==> src/rtl/spi_sp_pkg.sv <==
package spi_sp_pkg;

    typedef struct packed {
        logic slow_src;
        logic pol;
        logic rx_ph;
        logic tx_ph;
    } spi_mode_t;

    localparam int MODE_W = 4;

    localparam spi_mode_t MODE_RESET = '{slow_src: 1'b0, pol: 1'b0, rx_ph: 1'b1, tx_ph: 1'b0};

    typedef enum logic {
        SEQ_IDLE   = 1'b0,
        SEQ_ACTIVE = 1'b1
    } seq_state_t;

    // Launch: phase 1 uses odd edges, phase 0 uses even edges except the final one.
    function automatic logic launch_edge(input logic tx_ph, input logic odd, input logic last);
        return tx_ph ? odd : (!odd && !last);
    endfunction

    // Capture: phase 0 uses odd edges, phase 1 uses even edges.
    function automatic logic sample_edge(input logic rx_ph, input logic odd);
        return rx_ph ? !odd : odd;
    endfunction

endpackage

==> src/rtl/spi_sp_cfg.sv <==
module spi_sp_cfg
    import spi_sp_pkg::*;
#(
    parameter int DIV_W = 8
) (
    input  logic                    clk,
    input  logic                    rst_n,
    input  logic                    wr_en,
    input  logic [DIV_W+MODE_W-1:0] wr_data,
    input  logic                    lock,
    output spi_mode_t               mode,
    output logic [DIV_W-1:0]        preload
);

    typedef struct packed {
        spi_mode_t          mode;
        logic [DIV_W-1:0]   preload;
    } cfg_t;

    cfg_t cfg_d, cfg_q;

    always_comb begin
        cfg_d = cfg_q;
        if (wr_en && !lock) begin
            cfg_d.mode    = spi_mode_t'(wr_data[MODE_W-1:0]);
            cfg_d.preload = wr_data[DIV_W+MODE_W-1:MODE_W];
        end
    end

    always_ff @(posedge clk or negedge rst_n) begin
        if (!rst_n) begin
            cfg_q.mode    <= MODE_RESET;
            cfg_q.preload <= '0;
        end else begin
            cfg_q <= cfg_d;
        end
    end

    assign mode    = cfg_q.mode;
    assign preload = cfg_q.preload;

endmodule

==> src/rtl/spi_sp_halfper.sv <==
module spi_sp_halfper #(
    parameter int DIV_W = 8
) (
    input  logic             clk,
    input  logic             rst_n,
    input  logic             run,
    input  logic             slow_src,
    input  logic             slow_tick,
    input  logic [DIV_W-1:0] preload,
    output logic             step
);

    typedef struct packed {
        logic [DIV_W-1:0] cnt;
    } div_t;

    div_t div_d, div_q;
    logic tick_en;

    always_comb begin
        div_d   = div_q;
        step    = 1'b0;
        tick_en = (slow_src && (preload != '0)) ? slow_tick : 1'b1;
        if (!run) begin
            div_d.cnt = '0;
        end else if (tick_en) begin
            if (div_q.cnt == preload) begin
                step      = 1'b1;
                div_d.cnt = '0;
            end else begin
                div_d.cnt = div_q.cnt + 1'b1;
            end
        end
    end

    always_ff @(posedge clk or negedge rst_n) begin
        if (!rst_n) begin
            div_q.cnt <= '0;
        end else begin
            div_q <= div_d;
        end
    end

endmodule

==> src/rtl/spi_sp_shift.sv <==
module spi_sp_shift
    import spi_sp_pkg::*;
#(
    parameter int DATA_W = 8
) (
    input  logic              clk,
    input  logic              rst_n,
    input  logic              load,
    input  logic [DATA_W-1:0] tx_data,
    input  logic              tx_ph,
    input  logic              rx_ph,
    input  logic              edge_en,
    input  logic              edge_odd,
    input  logic              edge_last,
    input  logic              done,
    input  logic              miso,
    output logic              mosi,
    output logic [DATA_W-1:0] rx_data
);

    typedef struct packed {
        logic [DATA_W-1:0] tx_sh;
        logic [DATA_W-1:0] rx_sh;
        logic [DATA_W-1:0] rx_out;
        logic              mosi;
    } sh_t;

    sh_t sh_d, sh_q;

    always_comb begin
        sh_d = sh_q;
        if (load) begin
            sh_d.rx_sh = '0;
            if (!tx_ph) begin
                sh_d.mosi  = tx_data[DATA_W-1];
                sh_d.tx_sh = tx_data << 1;
            end else begin
                sh_d.mosi  = 1'b0;
                sh_d.tx_sh = tx_data;
            end
        end else if (edge_en) begin
            if (launch_edge(tx_ph, edge_odd, edge_last)) begin
                sh_d.mosi  = sh_q.tx_sh[DATA_W-1];
                sh_d.tx_sh = sh_q.tx_sh << 1;
            end
            if (sample_edge(rx_ph, edge_odd)) begin
                sh_d.rx_sh = {sh_q.rx_sh[DATA_W-2:0], miso};
            end
        end else if (done) begin
            sh_d.rx_out = sh_q.rx_sh;
            sh_d.mosi   = 1'b0;
        end
    end

    always_ff @(posedge clk or negedge rst_n) begin
        if (!rst_n) begin
            sh_q.tx_sh  <= '0;
            sh_q.rx_sh  <= '0;
            sh_q.rx_out <= '0;
            sh_q.mosi   <= 1'b0;
        end else begin
            sh_q <= sh_d;
        end
    end

    assign mosi    = sh_q.mosi;
    assign rx_data = sh_q.rx_out;

endmodule

==> src/rtl/spi_split_phase_master.sv <==
module spi_split_phase_master
    import spi_sp_pkg::*;
#(
    parameter int DATA_W = 8,
    parameter int DIV_W  = 8
) (
    input  logic                    clk,
    input  logic                    rst_n,
    input  logic                    cfg_we,
    input  logic [DIV_W+MODE_W-1:0] cfg_wdata,
    input  logic                    slow_tick,
    input  logic                    start,
    input  logic [DATA_W-1:0]       tx_byte,
    output logic                    busy,
    output logic [DATA_W-1:0]       rx_byte,
    output logic                    sclk,
    output logic                    mosi,
    output logic                    cs_n,
    input  logic                    miso
);

    localparam int EDGES = 2 * DATA_W;
    localparam int IDX_W = $clog2(EDGES + 1);

    typedef struct packed {
        seq_state_t        state;
        logic [IDX_W-1:0]  idx;
        logic              sclk;
        logic              cs_n;
    } seq_t;

    seq_t             seq_d, seq_q;
    spi_mode_t        mode;
    logic [DIV_W-1:0] preload;
    logic             step;
    logic             accept;
    logic             edge_en;
    logic             done;
    logic             edge_odd;
    logic             edge_last;
    logic             lock;

    assign busy = (seq_q.state == SEQ_ACTIVE);
    assign lock = busy | start;

    spi_sp_cfg #(.DIV_W(DIV_W)) u_cfg (
        .clk     (clk),
        .rst_n   (rst_n),
        .wr_en   (cfg_we),
        .wr_data (cfg_wdata),
        .lock    (lock),
        .mode    (mode),
        .preload (preload)
    );

    spi_sp_halfper #(.DIV_W(DIV_W)) u_div (
        .clk       (clk),
        .rst_n     (rst_n),
        .run       (busy),
        .slow_src  (mode.slow_src),
        .slow_tick (slow_tick),
        .preload   (preload),
        .step      (step)
    );

    always_comb begin
        seq_d     = seq_q;
        accept    = 1'b0;
        edge_en   = 1'b0;
        done      = 1'b0;
        edge_odd  = !seq_q.idx[0];
        edge_last = (seq_q.idx == IDX_W'(EDGES - 1));
        case (seq_q.state)
            SEQ_IDLE: begin
                seq_d.sclk = mode.pol;
                seq_d.cs_n = 1'b1;
                if (start) begin
                    accept      = 1'b1;
                    seq_d.state = SEQ_ACTIVE;
                    seq_d.cs_n  = 1'b0;
                    seq_d.idx   = '0;
                end
            end
            SEQ_ACTIVE: begin
                if (step) begin
                    if (seq_q.idx != IDX_W'(EDGES)) begin
                        edge_en    = 1'b1;
                        seq_d.sclk = ~seq_q.sclk;
                        seq_d.idx  = seq_q.idx + 1'b1;
                    end else begin
                        done        = 1'b1;
                        seq_d.state = SEQ_IDLE;
                        seq_d.cs_n  = 1'b1;
                        seq_d.idx   = '0;
                    end
                end
            end
            default: seq_d.state = SEQ_IDLE;
        endcase
    end

    always_ff @(posedge clk or negedge rst_n) begin
        if (!rst_n) begin
            seq_q.state <= SEQ_IDLE;
            seq_q.idx   <= '0;
            seq_q.sclk  <= MODE_RESET.pol;
            seq_q.cs_n  <= 1'b1;
        end else begin
            seq_q <= seq_d;
        end
    end

    spi_sp_shift #(.DATA_W(DATA_W)) u_shift (
        .clk       (clk),
        .rst_n     (rst_n),
        .load      (accept),
        .tx_data   (tx_byte),
        .tx_ph     (mode.tx_ph),
        .rx_ph     (mode.rx_ph),
        .edge_en   (edge_en),
        .edge_odd  (edge_odd),
        .edge_last (edge_last),
        .done      (done),
        .miso      (miso),
        .mosi      (mosi),
        .rx_data   (rx_byte)
    );

    assign sclk = seq_q.sclk;
    assign cs_n = seq_q.cs_n;

endmodule

==> config.mk <==
export PLATFORM = sky130hd
export DESIGN_NAME = spi_split_phase_master
export DESIGN_NICKNAME = d
export VERILOG_FILES = /design/src/rtl/spi_sp_pkg.sv /design/src/rtl/spi_sp_cfg.sv /design/src/rtl/spi_sp_halfper.sv /design/src/rtl/spi_sp_shift.sv /design/src/rtl/spi_split_phase_master.sv
export SDC_FILE = /design/constraint.sdc
export NUM_CORES = 1
export LEC_CHECK = 0
export BUFFER_PORTS_ARGS = -buffer_cell sky130_fd_sc_hd__buf_4
export CAP_MARGIN = 20
export CORE_UTILIZATION = 57
export DETAILED_ROUTE_END_ITERATION = 8
export PLACE_DENSITY = 0.84
export SYNTH_ARGS = -nofsm -noshare
export SYNTH_HDL_FRONTEND = slang
export SYNTH_SLANG_ARGS = --single-unit
==> constraint.sdc <==
create_clock -name clk -period 2.4 [get_ports clk]
set_input_delay 0.48 -clock clk [delete_from_list [all_inputs] [get_ports clk]]
set_output_delay 0.48 -clock clk [all_outputs]
set_load 0.02 [all_outputs]
==> impl_metrics.env, run 1 <==
export IMPL_status="complete, but fails checks"
export IMPL_violations="design-rule violations"
export IMPL_crit_chain="ha_1 > and3_1 > ha_1 > nor3b_1 > a21oi_1 > o31a_2 > mux2_4"
export IMPL_die_y_um=71.30
export IMPL_area_delta_synth_final_pct=14.90
export IMPL_tritoncts="done"
export IMPL_ctsHoldBuffers=0
export IMPL_period_needed_ns=2.308
export IMPL_antenna_found_initial=0
export IMPL_drtIter0Drc=186
export IMPL_clk_latency_ns=0.31
export IMPL_grt_overflow=0
export IMPL_crit_path_frequent_cell="ha_1"
export IMPL_slew_limit_headroom_pct=47.21
export IMPL_via_count=1951
export IMPL_synth_fp_nets=270
export IMPL_synth_flop_cell="dfrtp_1"
export IMPL_seq_area_frac_synth_pct=48.54
export IMPL_clockBufferDepth=2
export IMPL_rows=24
export IMPL_first_pass_iters=6
export IMPL_yosysUniqueCellTypes=46
export IMPL_cts_sinks=53
export IMPL_core_area_um2=4474
export IMPL_critPathMaxFanout=8
export IMPL_grt_setup_unrepaired="no"
export IMPL_min_period_over_period_pct=96.17
export IMPL_cts_max_level=2
export IMPL_wire_per_inst_um=16.46
export IMPL_power_density_nw_per_um2=829.9
export IMPL_wl_met3_um=383
export IMPL_maxCapViolCount=0
export IMPL_synth_area_um2=2738
export IMPL_cp_arrival_ns=2.50
export IMPL_critical_path_class="reg -> reg"
export IMPL_io_pins=38
export IMPL_leakagePower_uw=0.001496
export IMPL_synth_edf_count=0
export IMPL_dp_final_hpwl_um=3669
export IMPL_antenna_cells=0
export IMPL_required_ns=2.60
export IMPL_syn_avg_cell_area_um2=11.41
export IMPL_syn_inst=240
export IMPL_fillerInstances=342
export IMPL_setup_violations_final=0
export IMPL_ant_nets=0
export IMPL_endpoint_kind="register"
export IMPL_crit_family="compound AO/OA/AOI/OAI gates"
export IMPL_clk_pin_slew_ns=0.09
export IMPL_met1_length_um=2452
export IMPL_drive_above_1_share_pct=29.30
export IMPL_critPathMaxStageDelay_ns=0.45
export IMPL_fmax_ghz=0.4333
export IMPL_slew_viol_final=0
export IMPL_stdcell_count=325
export IMPL_initial_core_util_pct=61.19
export IMPL_wl_met2_um=2423
export IMPL_drt_wl_total_um=5350
export IMPL_startpoint_type="register"
export IMPL_cts_buffers=5
export IMPL_drc=6
export IMPL_worst_path_buf_inv=0
export IMPL_cpMaxStageDelayCell="dfrtp_1"
export IMPL_hold_class="in -> async"
export IMPL_die_w_um=71.30
export IMPL_hold_viol=0
export IMPL_setup_tns_final_ns=0
export IMPL_dp_cells=317
export IMPL_fin_skew_ns=0.005015
export IMPL_fin_nets=302
export IMPL_grt_pass1_wl_um=9135
export IMPL_viasPerCell=6.003
export IMPL_clockRootBuffer="clkbuf_8"
export IMPL_vdd_drop_max_mv=0.4504
export IMPL_top_layer="met4"
export IMPL_tightest_slew_ns=0.7904
export IMPL_port_buffers=37
export IMPL_grt_pass1_vias=1887
export IMPL_die_area_um2=5084
export IMPL_ys_seq_elements=53
export IMPL_grt_usage_pct=23.39
export IMPL_yosys_warnings=0
export IMPL_gp_congestion=0.9492
export IMPL_grt_max_degree=54
export IMPL_async_flop_share_pct=100.0
==> worst paths after layout <==
path / from / to / slack (ns) / cells after the start
worst max-delay path: seq_q[2] / u_shift.sh_q[18] / 0.09 / 7
worst min-delay path: rst_n / u_shift.sh_q[17] / 0.20 / 1
worst max register to register: seq_q[2] / u_shift.sh_q[18] / 0.09 / 7
worst min register to register: u_shift.rx_data[3] / u_shift.rx_data[3] / 0.49 / 1
max in group asynchronous: rst_n / seq_q[6] / 1.77 / 1
min in group clk: cfg_wdata[0] / u_cfg.mode[0] / 0.37 / 3
==> sequential cells by signal, summed over array words and instances (netlist names) <==
signal and count:
u_shift.rx_data 8, u_shift.sh_q 16, u_cfg.preload 8, sclk 1
u_div.div_q 8, busy 1, u_shift.mosi 1, seq_q 5
u_cfg.mode 4, cs_n 1
==> logic make-up (layout without fill, tap and decap cells) <==
family	after synthesis	after routing	synth area share, %
flops	53	53	48.54
xor+xnor	12	12	3.839
fa+ha+maj	4	4	1.828
simple gates	61	61	13.76
compound gates	43	43	9.873
buf+inv	25	58	4.662
mux	42	42	17.50
==> through the flow <==
stage	hold slack (ns)	total power (uW)	area (um2)	utilization [%]	worst slack [ns]
2_1_floorplan	0.1844	1755	2738	-	0.3542
3_3_place_gp	0.4677	1928	3024	67.59	0.2516
3_5_place_dp	0.4770	1968	3024	67.59	0.1054
4_1_cts	0.2215	2600	3144	70.27	0.08661
5_1_grt	0.2554	2736	3146	70.30	0.01616
6_report	0.2031	2610	3146	70.30	0.09191
==> layout by cell type, fill, tap and decap left out, drive strengths merged, types with 6 or more instances in the layout <==
master | netlist | final
nor2 | 24 | 24
xnor2 | 12 | 12
inv | 6 | 6
nand2 | 7 | 7
a21oi | 20 | 20
mux2i | 16 | 16
mux2 | 26 | 26
dfrtp | 51 | 51
nand3 | 7 | 7
clkbuf | 7 | 6
o21ai | 9 | 9
buf | 11 | 43
==> layout make-up <==
| type | instances | area, um2 | area share, % |
|---|---|---|---|
| sequential | 53 | 1329 | 42.24 |
| multi-input combinational | 162 | 1282 | 40.77 |
| timing repair buffer | 43 | 322.8 | 10.26 |
| clock buffer | 6 | 82.58 | 2.625 |
| tap | 52 | 65.06 | 2.068 |
| clock inverter | 2 | 37.54 | 1.193 |
| inverter | 7 | 26.28 | 0.8353 |
==> report_power, final <==
group	total, uW	switching [uW]	leakage [uW]	internal [uW]
clock network	630	291	0.0000574	339
registers	1240	179	0.000696	1060
logic	741	379	0.000743	363
==> per-layer routing <==
layer  global-route usage [%]  vias to the layer above
met1                    34.18                      924
met3                    5.345                       10
met5                        0                        -
li1                         -                      920
met4                    7.778                        0
met2                    34.71                       97
==> cells in the mapped netlist (2+ instances only) <==
| cell | number | share of area (%) |
|---|---|---|
| mux2_4 | 7 | 3.8 |
| o2111ai_1 | 2 | 0.64 |
| nor4_1 | 2 | 0.46 |
| nor4_4 | 3 | 2.3 |
| a32o_1 | 2 | 0.73 |
| dfrtp_1 | 51 | 47 |
| mux2_1 | 8 | 3.3 |
| nor2_1 | 23 | 3.2 |
| dfstp_2 | 2 | 1.9 |
| nand4_1 | 2 | 0.46 |
| mux2i_1 | 16 | 5.8 |
| nand3b_1 | 3 | 0.82 |
| and4_1 | 2 | 0.64 |
| ha_1 | 4 | 1.8 |
| inv_1 | 6 | 0.82 |
| nand3_1 | 6 | 1.1 |
| a21oi_1 | 20 | 3.7 |
| buf_4 | 8 | 2.2 |
| nand2_1 | 7 | 0.96 |
| and3_1 | 4 | 0.91 |
| mux2_2 | 11 | 4.5 |
| o21ai_0 | 8 | 1.5 |
| clkbuf_1 | 7 | 0.96 |
| buf_2 | 3 | 0.55 |
| xnor2_1 | 12 | 3.8 |
==> repair_timing <==
action,in CTS,in global routing
gates resized for setup,0,1
setup endpoints to repair,0,7
buffers inserted,0,0
hold endpoints to repair,0,0
(Power assumes the default switching activity.)
==> run 2: changes to the inputs <==
--- a/config.mk
+++ b/config.mk
@@ -10,6 +10,7 @@
 export CORE_UTILIZATION = 57
 export DETAILED_ROUTE_END_ITERATION = 8
 export PLACE_DENSITY = 0.84
+export RECOVER_POWER = 100
 export SYNTH_ARGS = -nofsm -noshare
 export SYNTH_HDL_FRONTEND = slang
 export SYNTH_SLANG_ARGS = --single-unit
==> impl_metrics.env, run 2 (same netlist as run 1, synthesis figures left out) <==
export IMPL_status="complete, but fails checks"
export IMPL_violations="design-rule violations"
export IMPL_via_count=1954
export IMPL_combPwrFrac_pct=27.1
export IMPL_cts_max_level=2
export IMPL_die_y_um=71.30
export IMPL_first_pass_iters=8
export IMPL_ctsHoldBuffers=0
export IMPL_setup_tns_final_ns=0
export IMPL_power_density_nw_per_um2=836.3
export IMPL_drtIter0Drc=181
export IMPL_stdcell_count=325
export IMPL_cp_arrival_ns=2.52
export IMPL_pwr_share_clk_pct=24.6
export IMPL_rows=24
export IMPL_hold_class="in -> reg"
export IMPL_maxCapViolCount=0
export IMPL_clk_pin_slew_ns=0.09
export IMPL_io_pins=38
export IMPL_startpoint_type="register"
export IMPL_endpoint_kind="register"
export IMPL_leakagePower_uw=0.001421
export IMPL_critPathMaxStageDelay_ns=0.45
export IMPL_slew_limit_headroom_pct=13.99
export IMPL_critical_path_class="reg -> reg"
export IMPL_dp_cells=317
export IMPL_dp_final_hpwl_um=3669
export IMPL_antenna_found_initial=0
export IMPL_die_w_um=71.30
export IMPL_min_period_over_period_pct=96.69
export IMPL_grt_usage_pct=23.39
export IMPL_drive_above_1_share_pct=21.98
export IMPL_area_delta_synth_final_pct=12.02
export IMPL_viasPerCell=6.012
export IMPL_setup_violations_final=0
export IMPL_slew_viol_final=0
export IMPL_initial_core_util_pct=61.19
export IMPL_crit_chain="ha_1 > and3_1 > ha_1 > nor3b_1 > a21oi_1 > a21o_1 > o21ai_0 > mux2_2"
export IMPL_tightest_slew_ns=1.290
export IMPL_largest_register_ffs=16
export IMPL_grt_pass1_vias=1887
export IMPL_die_area_um2=5084
export IMPL_clk_latency_ns=0.31
export IMPL_critPathMaxFanout=5
export IMPL_grt_pass1_wl_um=9135
export IMPL_cpMaxStageDelayCell="dfrtp_1"
export IMPL_period_needed_ns=2.321
export IMPL_hold_viol=0
export IMPL_drt_wl_total_um=5343
export IMPL_crit_path_frequent_cell="ha_1"
export IMPL_switching_power_uw=838.5
export IMPL_ant_nets=0
export IMPL_port_buffers=37
export IMPL_cts_sinks=53
export IMPL_vdd_drop_max_mv=0.4425
export IMPL_gp_congestion=0.9492
export IMPL_fin_skew_ns=0.006290
export IMPL_clockRootBuffer="clkbuf_8"
export IMPL_grt_overflow=0
export IMPL_fmax_ghz=0.4309
export IMPL_antenna_cells=0
export IMPL_largest_register="u_shift.sh_q"
export IMPL_grt_max_degree=54
export IMPL_drc=6
export IMPL_mostFrequentLayoutCells="dfrtp_1 (51), buf_4 (28), nor2_1 (23)"
export IMPL_clockBufferDepth=2
export IMPL_wire_per_inst_um=16.44
export IMPL_final_common_cell="dfrtp_1"
export IMPL_required_ns=2.60
export IMPL_fin_nets=302
export IMPL_grt_setup_unrepaired="no"
export IMPL_intPower_uw=1726
export IMPL_cts_buffers=5
export IMPL_tritoncts="done"
export IMPL_seqPwrFrac_pct=48.3
export IMPL_p_sw_share_pct=32.69
export IMPL_core_area_um2=4474
-- run 2: cell types whose count changed in the layout (fill, tap and decap cells not counted), sizes merged --
cell    before  now
buf         43   28
clkbuf       6   21
-- run 2: timing repair --
action                                  4_1_cts  5_1_grt
endpoints found under the setup margin        0        7
setup buffers                                 0        0
resized for setup                             0        1
-- run 2: final cells by class --
cell class	instances	area, um2
Fill cell	364	1408
Sequential cell	53	1329
Multi-Input combinational cell	162	1257
Timing Repair Buffer	43	269.0
Clock buffer	6	82.58
Tap cell	52	65.06
Clock inverter	2	37.54
Inverter	7	26.28
-- run 2: critical path, delay by kind of cell, from the launching register on --
kind,cells,cell delay (ns)
mux,1,0.36
flops,1,0.45
fa+ha+maj,2,0.43
simple gates,2,0.46
compound gates,3,0.52
-- run 2: worst paths after layout --
kind | from | end | slack, ns | cells after the start
max | seq_q[2] | u_shift.mosi | 0.08 | 8
min in group asynchronous | rst_n | u_shift.sh_q[17] | 0.45 | 1
max in group asynchronous | rst_n | u_cfg.mode[2] | 1.18 | 1
min | cfg_wdata[0] | u_cfg.mode[0] | 0.38 | 3
min reg2reg | u_shift.rx_data[1] | u_shift.rx_data[1] | 0.49 | 1
max reg2reg | seq_q[2] | u_shift.mosi | 0.08 | 8
-- run 2: layer usage --
metal	track usage (%)	routed length [um]	vias up
li1	-	-	918
met1	34.18	2409	943
met2	34.71	2410	81
met3	5.345	412	12
met4	7.778	110	0
met5	0	0	-
-- run 2: stage by stage --
stage | setup slack, ns | cell area (um2) | total power (uW) | util (%) | hold WS (ns)
after floorplan | 0.3542 | 2738 | 1755 | - | 0.1844
after global placement | 0.2516 | 3024 | 1928 | 67.59 | 0.4677
after detailed placement | 0.1054 | 3024 | 1968 | 67.59 | 0.4770
after CTS | 0.08661 | 3144 | 2600 | 70.27 | 0.2215
after global routing | 0.01491 | 3067 | 2697 | 68.54 | 0.3981
final | 0.07945 | 3067 | 2565 | 68.54 | 0.3762
-- run 2: power groups by stage --
stage                     sequential [uW]  clock [uW]  combinational (uW)
after floorplan                      1210           0                 543
after global placement               1240           0                 692
after detailed placement             1250           0                 721
after CTS                            1230         636                 730
after global routing                 1260         672                 763
final                                1240         632                 695
